## src/rtl/splitter_pkg.sv

```systemverilog
package splitter_pkg;
  // Strobes from the control decision logic to the datapath registers
  typedef struct packed {
    logic loadCount;  // write header accepted: load payload word count
    logic decCount;   // payload word accepted
    logic incPend;    // one more write outstanding
  } ctrlStrobes_t;
endpackage

```

## src/rtl/splitter_datapath.sv

```systemverilog
module splitter_datapath
  import splitter_pkg::*;
#(
  parameter int WORD_W   = 32,
  parameter int CNT_W    = 12,
  parameter int MAX_PEND = 3
) (
  input  logic                        clk,
  input  logic                        rstN,
  input  logic [WORD_W-1:0]           inData,
  input  ctrlStrobes_t                strobes,
  input  logic                        wrDone,
  output logic                        headIsWrite,
  output logic                        headZero,
  output logic                        inDataPhase,
  output logic                        pendFull,
  output logic                        pendClear,
  output logic [WORD_W-1:0]           wrWord,
  output logic                        wrIsCmd,
  output logic [WORD_W-CNT_W-2:0]     rdAddr,
  output logic [CNT_W-1:0]            rdBytes
);
  localparam int ADDR_W = WORD_W - 1 - CNT_W;
  localparam int BPW    = WORD_W / 8;
  localparam int SHIFT  = $clog2(BPW);
  localparam int PEND_W = $clog2(MAX_PEND + 1);

  logic [CNT_W-1:0]  headCount;
  logic [CNT_W:0]    roundedSum;
  logic [CNT_W-1:0]  wordsNeeded;
  logic [CNT_W-1:0]  dataLeft;
  logic [PEND_W-1:0] pendCnt;
  logic              ackTaken;

  assign headCount   = inData[CNT_W-1:0];
  assign headIsWrite = inData[WORD_W-1];
  assign headZero    = (headCount == '0);
  assign roundedSum  = {1'b0, headCount} + (CNT_W+1)'(BPW - 1);
  assign wordsNeeded = CNT_W'(roundedSum >> SHIFT);

  assign inDataPhase = (dataLeft != '0);
  assign pendFull    = (pendCnt == PEND_W'(MAX_PEND));
  assign pendClear   = (pendCnt == '0);
  assign ackTaken    = wrDone && !pendClear;

  assign wrWord  = inData;
  assign wrIsCmd = !inDataPhase;
  assign rdAddr  = inData[WORD_W-2 -: ADDR_W];
  assign rdBytes = headCount;

  // Payload words still owed by the current write
  always_ff @(posedge clk) begin
    if (!rstN) begin
      dataLeft <= '0;
    end else if (strobes.loadCount) begin
      dataLeft <= wordsNeeded;
    end else if (strobes.decCount) begin
      dataLeft <= dataLeft - CNT_W'(1);
    end
  end

  // Writes accepted but not yet acknowledged by memory
  always_ff @(posedge clk) begin
    if (!rstN) begin
      pendCnt <= '0;
    end else begin
      case ({strobes.incPend, ackTaken})
        2'b10:   pendCnt <= pendCnt + PEND_W'(1);
        2'b01:   pendCnt <= pendCnt - PEND_W'(1);
        default: pendCnt <= pendCnt;
      endcase
    end
  end

  assert_payload_countdown_R3: assert property (@(posedge clk) disable iff (!rstN)
    strobes.decCount |=> dataLeft == $past(dataLeft) - CNT_W'(1));

  assert_pend_only_ack_clears_R6: assert property (@(posedge clk) disable iff (!rstN)
    (!pendClear && !strobes.incPend && !wrDone) |=> $stable(pendCnt));

  assert_pend_limit_R10: assert property (@(posedge clk) disable iff (!rstN)
    strobes.incPend |-> !pendFull);
endmodule

```

## src/rtl/splitter_control.sv

```systemverilog
module splitter_control
  import splitter_pkg::*;
(
  input  logic         clk,
  input  logic         rstN,
  input  logic         inEmpty,
  input  logic         wrReady,
  input  logic         rdFull,
  input  logic         headIsWrite,
  input  logic         headZero,
  input  logic         inDataPhase,
  input  logic         pendFull,
  input  logic         pendClear,
  output logic         inPop,
  output logic         wrValid,
  output logic         rdPush,
  output ctrlStrobes_t strobes
);
  always_comb begin
    inPop   = 1'b0;
    wrValid = 1'b0;
    rdPush  = 1'b0;
    strobes = '0;
    if (!inEmpty) begin
      if (inDataPhase) begin
        wrValid          = 1'b1;
        inPop            = wrReady;
        strobes.decCount = wrReady;
      end else if (headZero) begin
        inPop = 1'b1;
      end else if (headIsWrite) begin
        wrValid           = !pendFull;
        inPop             = !pendFull && wrReady;
        strobes.loadCount = inPop;
        strobes.incPend   = inPop;
      end else begin
        rdPush = pendClear && !rdFull;
        inPop  = rdPush;
      end
    end
  end

  assert_pop_needs_word_R1: assert property (@(posedge clk) disable iff (!rstN)
    inPop |-> !inEmpty);

  assert_full_stalls_read_R7: assert property (@(posedge clk) disable iff (!rstN)
    (!inEmpty && !inDataPhase && !headIsWrite && !headZero && rdFull) |-> !inPop);
endmodule

```

## src/rtl/stream_splitter.sv

```systemverilog
module stream_splitter
  import splitter_pkg::*;
#(
  parameter int WORD_W   = 32,
  parameter int CNT_W    = 12,
  parameter int MAX_PEND = 3
) (
  input  logic                    clk,
  input  logic                    rstN,
  input  logic                    inEmpty,
  input  logic [WORD_W-1:0]       inData,
  output logic                    inPop,
  output logic                    wrValid,
  input  logic                    wrReady,
  output logic                    wrIsCmd,
  output logic [WORD_W-1:0]       wrWord,
  input  logic                    wrDone,
  output logic                    rdPush,
  input  logic                    rdFull,
  output logic [WORD_W-CNT_W-2:0] rdAddr,
  output logic [CNT_W-1:0]        rdBytes
);
  ctrlStrobes_t strobes;
  logic headIsWrite, headZero, inDataPhase, pendFull, pendClear;

  splitter_datapath #(.WORD_W(WORD_W), .CNT_W(CNT_W), .MAX_PEND(MAX_PEND)) u_dp (
    .clk(clk), .rstN(rstN), .inData(inData), .strobes(strobes), .wrDone(wrDone),
    .headIsWrite(headIsWrite), .headZero(headZero), .inDataPhase(inDataPhase),
    .pendFull(pendFull), .pendClear(pendClear), .wrWord(wrWord), .wrIsCmd(wrIsCmd),
    .rdAddr(rdAddr), .rdBytes(rdBytes)
  );

  splitter_control u_ctl (
    .clk(clk), .rstN(rstN), .inEmpty(inEmpty), .wrReady(wrReady), .rdFull(rdFull),
    .headIsWrite(headIsWrite), .headZero(headZero), .inDataPhase(inDataPhase),
    .pendFull(pendFull), .pendClear(pendClear), .inPop(inPop), .wrValid(wrValid),
    .rdPush(rdPush), .strobes(strobes)
  );

  assert_hold_while_stalled_R4: assert property (@(posedge clk) disable iff (!rstN)
    (wrValid && !wrReady) |=> wrValid && $stable(wrWord) && $stable(wrIsCmd));

  assert_single_destination_R5: assert property (@(posedge clk) disable iff (!rstN)
    !(rdPush && wrValid));

  assert_read_after_write_R6: assert property (@(posedge clk) disable iff (!rstN)
    rdPush |-> pendClear);
endmodule

```

## config.mk

```make
export PLATFORM = sky130hd
export DESIGN_NAME = stream_splitter
export DESIGN_NICKNAME = d
export VERILOG_FILES = /design/src/rtl/splitter_pkg.sv /design/src/rtl/splitter_datapath.sv /design/src/rtl/splitter_control.sv /design/src/rtl/stream_splitter.sv
export SDC_FILE = /design/constraint.sdc
export NUM_CORES = 1
export LEC_CHECK = 0
export BUFFER_PORTS_ARGS = -buffer_cell sky130_fd_sc_hd__buf_2
export CAP_MARGIN = 20
export CORE_MARGIN = 3
export CORE_UTILIZATION = 35
export DETAILED_ROUTE_END_ITERATION = 10
export PLACE_DENSITY = 0.69
export REMOVE_ABC_BUFFERS = 1
export SYNTH_ARGS = -nofsm -noshare
export SYNTH_HDL_FRONTEND = slang
export SYNTH_HIERARCHICAL = 1
export SYNTH_SLANG_ARGS = --single-unit
```

## constraint.sdc

```tcl
create_clock -name clk -period 3.7 [get_ports clk]
set_input_delay 0.185 -clock clk [delete_from_list [all_inputs] [get_ports clk]]
set_output_delay 0.185 -clock clk [all_outputs]
set_load 0.03 [all_outputs]
```

==> flow_summary.yaml <==
synthesis:
  yosysSeqAreaShare_pct: 18.1
  ys.flop_type: "dfxtp_1"
  ys.warnings.count: 6
  async_flop_share_pct: 0
  synth_area_leaders: "buf_4 32%, dfxtp_1 18%, xnor2_1 4.5%, xor2_1 4.5%, nand2_1 2.9%"
  syn_area_per_cell_um2: 7.65
  synth_edf_count: 0
  synthDistinctLibCells: 41
  netlist_instances: 202
  synth.cell_area_mm2: 0.00155
  synth_largest_area_cell: "buf_4"
  ys_seq_elements: 14
  yosysTopAreaCellShare_pct: 31.6
detailed_routing:
  drt_wl_total_um: 3740
  dr_total_vias: 1247
  ant_nets: 0
  drt_iter0_drc: 29
  first_pass_iters: 4
  routedWlPerCell_um: 16.0
  vias_per_cell: 5.33
  drc_errors: 0
setup_path:
  cp-startpoint: "u_dp/dataLeft[7]$_SDFFE_PN0P_"
  worstSetupStartpointType: "flop"
  reg2reg_to: "u_dp/pendCnt[1]$_SDFFE_PN0P_"
  crit_fanout: 6
  worstSetupPathType: "flop to flop"
  reg2reg_depth: 9
  crit_end: "u_dp/pendCnt[1]$_SDFFE_PN0P_"
  r2r_setup_slack_ns: 0.87
  critPathCaptureType: "flop"
  worstPathRequired_ns: 3.88
  r2r_start: "u_dp/dataLeft[7]$_SDFFE_PN0P_"
  crit_arrival_ns: 3.01
grt:
  grt.met2_usage_pct: 17.5
  track_usage_pct: 13.8
  grt_pass1_vias: 1071
  grt_pass1_wl_um: 5510
  antenna_found_initial: 0
  overflow: 0
  grt_max_degree: 18
  busiest_layer: "met1"
  use_met1_pct: 18.1
  grtUsageMet3_pct: 9.28
power:
  p_seq_share_pct: 25.7
  p_sw_uw: 487
  cellPowerDensity_mw_per_mm2: 732
  combPwrFrac_pct: 59.5
  ir_drop_v: 0.000234
  switching_share_pct: 47.3
  power.leakage_nw: 0.585
  p_int_uw: 541
  clock_power_share_pct: 14.8
final_layout:
  final_cell_mix: "47 x buf_2, 14 x dfxtp_1, 12 x nand2_1, 10 x nor2_1"
  fin_nets: 225
  multi_input_area_um2: 734
  drive_gt1_share_pct: 32.1
  diodes: 0
  area_delta_synth_final_pct: -9.07
  final_common_cell: "buf_2"
  fill_cells: 435
  seqCellArea_um2: 280
timing:
  timing.fmax_ghz: 0.353
  setup_viol: 0
  worst_pin_slew_ns: 0.417
  rsz0062_at_grt: "no"
  hold_viol: 0
  finalMaxSlewViolations: 0
  fin_crit_sh_pct: 76.5
  final.setup.worst_slack_ns: 0.870
  finalSetupTns_ns: 0
  post-route-min-period_ns: 2.83
  clock_skew_ns: 0.000402
  relSlewSlack_pct: 72.0
placement:
  gp_congestion: 0.780
  port_buffers: 47
  hpwl_um: 2950
  pre_cts_ws_ns: 0.874
worst_hold_path:
  worstHoldPathType: "input port to flop"
clock_network:
  clk_pin_slew_ns: 0.06
  cts_resized: 0
  cts_tree: "built"
  h-tree-depth: 1
  clkSinkCount: 14
  cts_made_buffers: 3
  clk_latency_ns: 0.25
  ctsHoldBuffers: 0
  post-cts-setup-buffer-count: 0
  clock_tree.root_cell: "clkbuf_8"
  clockBufferDepth: 2
floorplanning:
  die-area_mm2: 0.00525
  ioPinCount: 105
  initial_core_util_pct: 37.5
  core-area_mm2: 0.00412
  die_w_um: 72.4
  rows: 23
  die_h_um: 72.4
run:
  maxCapViolCount: 0
run_status:
  status: "complete, no violations"
-- sequential cells by signal, indices dropped and copies added (netlist names) --
name,cells
u_dp/dataLeft,12
u_dp/pendCnt,2
-- critical path: stages (launching register included) --
cell and delay, ns:
dfxtp_1 0.33, or4_4 0.55, or2_4 0.27, nor4_2 0.26, inv_1 0.16, nor4_2 0.28
inv_1 0.07, ha_1 0.33, or3_1 0.38, a21oi_1 0.14
-- power by group through the flow --
| stage | clock [mW] | combinational, mW | sequential (mW) |
|---|---|---|---|
| after detailed placement | 0 | 0.606 | 0.264 |
| after global placement | 0 | 0.599 | 0.262 |
| after floorplan | 0 | 0.441 | 0.252 |
| final | 0.152 | 0.612 | 0.264 |
| after global routing | 0.164 | 0.677 | 0.270 |
| after CTS | 0.155 | 0.613 | 0.262 |
-- layer usage --
| layer | part of all wire, % | vias to the layer above |
|---|---|---|
| met5 | 0.91 | - |
| met4 | 1.3 | 2 |
| met3 | 13 | 6 |
| met2 | 41 | 85 |
| met1 | 44 | 554 |
| li1 | - | 600 |
-- worst min path at each step --
stage | start | end | slack [ns] | depth (start not counted)
2_1_floorplan | rstN | u_dp/dataLeft[4]$_SDFFE_PN0P_ | 0.31 | 2
3_3_place_gp | inData[18] | wrWord[18] | 0.37 | 0
3_5_place_dp | inData[18] | wrWord[18] | 0.37 | 0
4_1_cts | rstN | u_dp/dataLeft[2]$_SDFFE_PN0P_ | 0.24 | 2
5_1_grt | rstN | u_dp/dataLeft[10]$_SDFFE_PN0P_ | 0.26 | 3
6_report | rstN | u_dp/dataLeft[2]$_SDFFE_PN0P_ | 0.25 | 2
-- metrics by stage --
| step | cells | hold slack (ns) | utilization (%) | area (um2) | total power, mW |
|---|---|---|---|---|---|
| floorplan | 132 | 0.314 | - | 1040 | 0.693 |
| global route | 234 | 0.262 | 34.1 | 1410 | 1.11 |
| finish | 234 | 0.253 | 34.1 | 1410 | 1.03 |
| detailed placement | 230 | 0.370 | 32.8 | 1350 | 0.870 |
| global placement | 230 | 0.370 | 32.8 | 1350 | 0.862 |
| CTS | 234 | 0.244 | 34.1 | 1410 | 1.03 |
-- cell usage after synthesis, types with 3 or more instances --
| master | number |
|---|---|
| xor2_1 | 8 |
| nor2_1 | 10 |
| nand2_1 | 12 |
| buf_4 | 65 |
| a211oi_1 | 3 |
| or3_1 | 4 |
| nor4_1 | 7 |
| nand4_1 | 3 |
| dfxtp_1 | 14 |
| o31ai_1 | 4 |
| clkbuf_1 | 5 |
| nor3_1 | 6 |
| a21oi_1 | 8 |
| inv_1 | 8 |
| o22ai_1 | 3 |
| o31a_1 | 3 |
| xnor2_1 | 8 |
-- area by class of cell --
class	count	share of cell area (%)
flip-flops and latches	14	19.9
well taps	50	4.45
multi-input cells	110	52.3
repair buffers	48	17.3
clock buffers	4	3.92
inverters	8	2.14
-- cells by family (layout without fill, tap and decap cells) --
logic type	Yosys count	after routing	synth area share, %
AO/OA/AOI/OAI	33	33	15.0
flip-flops	14	14	18.1
buffers and inverters	78	60	34.7
AND/OR/NAND/NOR	59	59	21.5
XOR/XNOR	16	16	9.07
adder cells (fa/ha/maj)	2	2	1.62
Note: power is estimated with default switching activity, not from simulation.
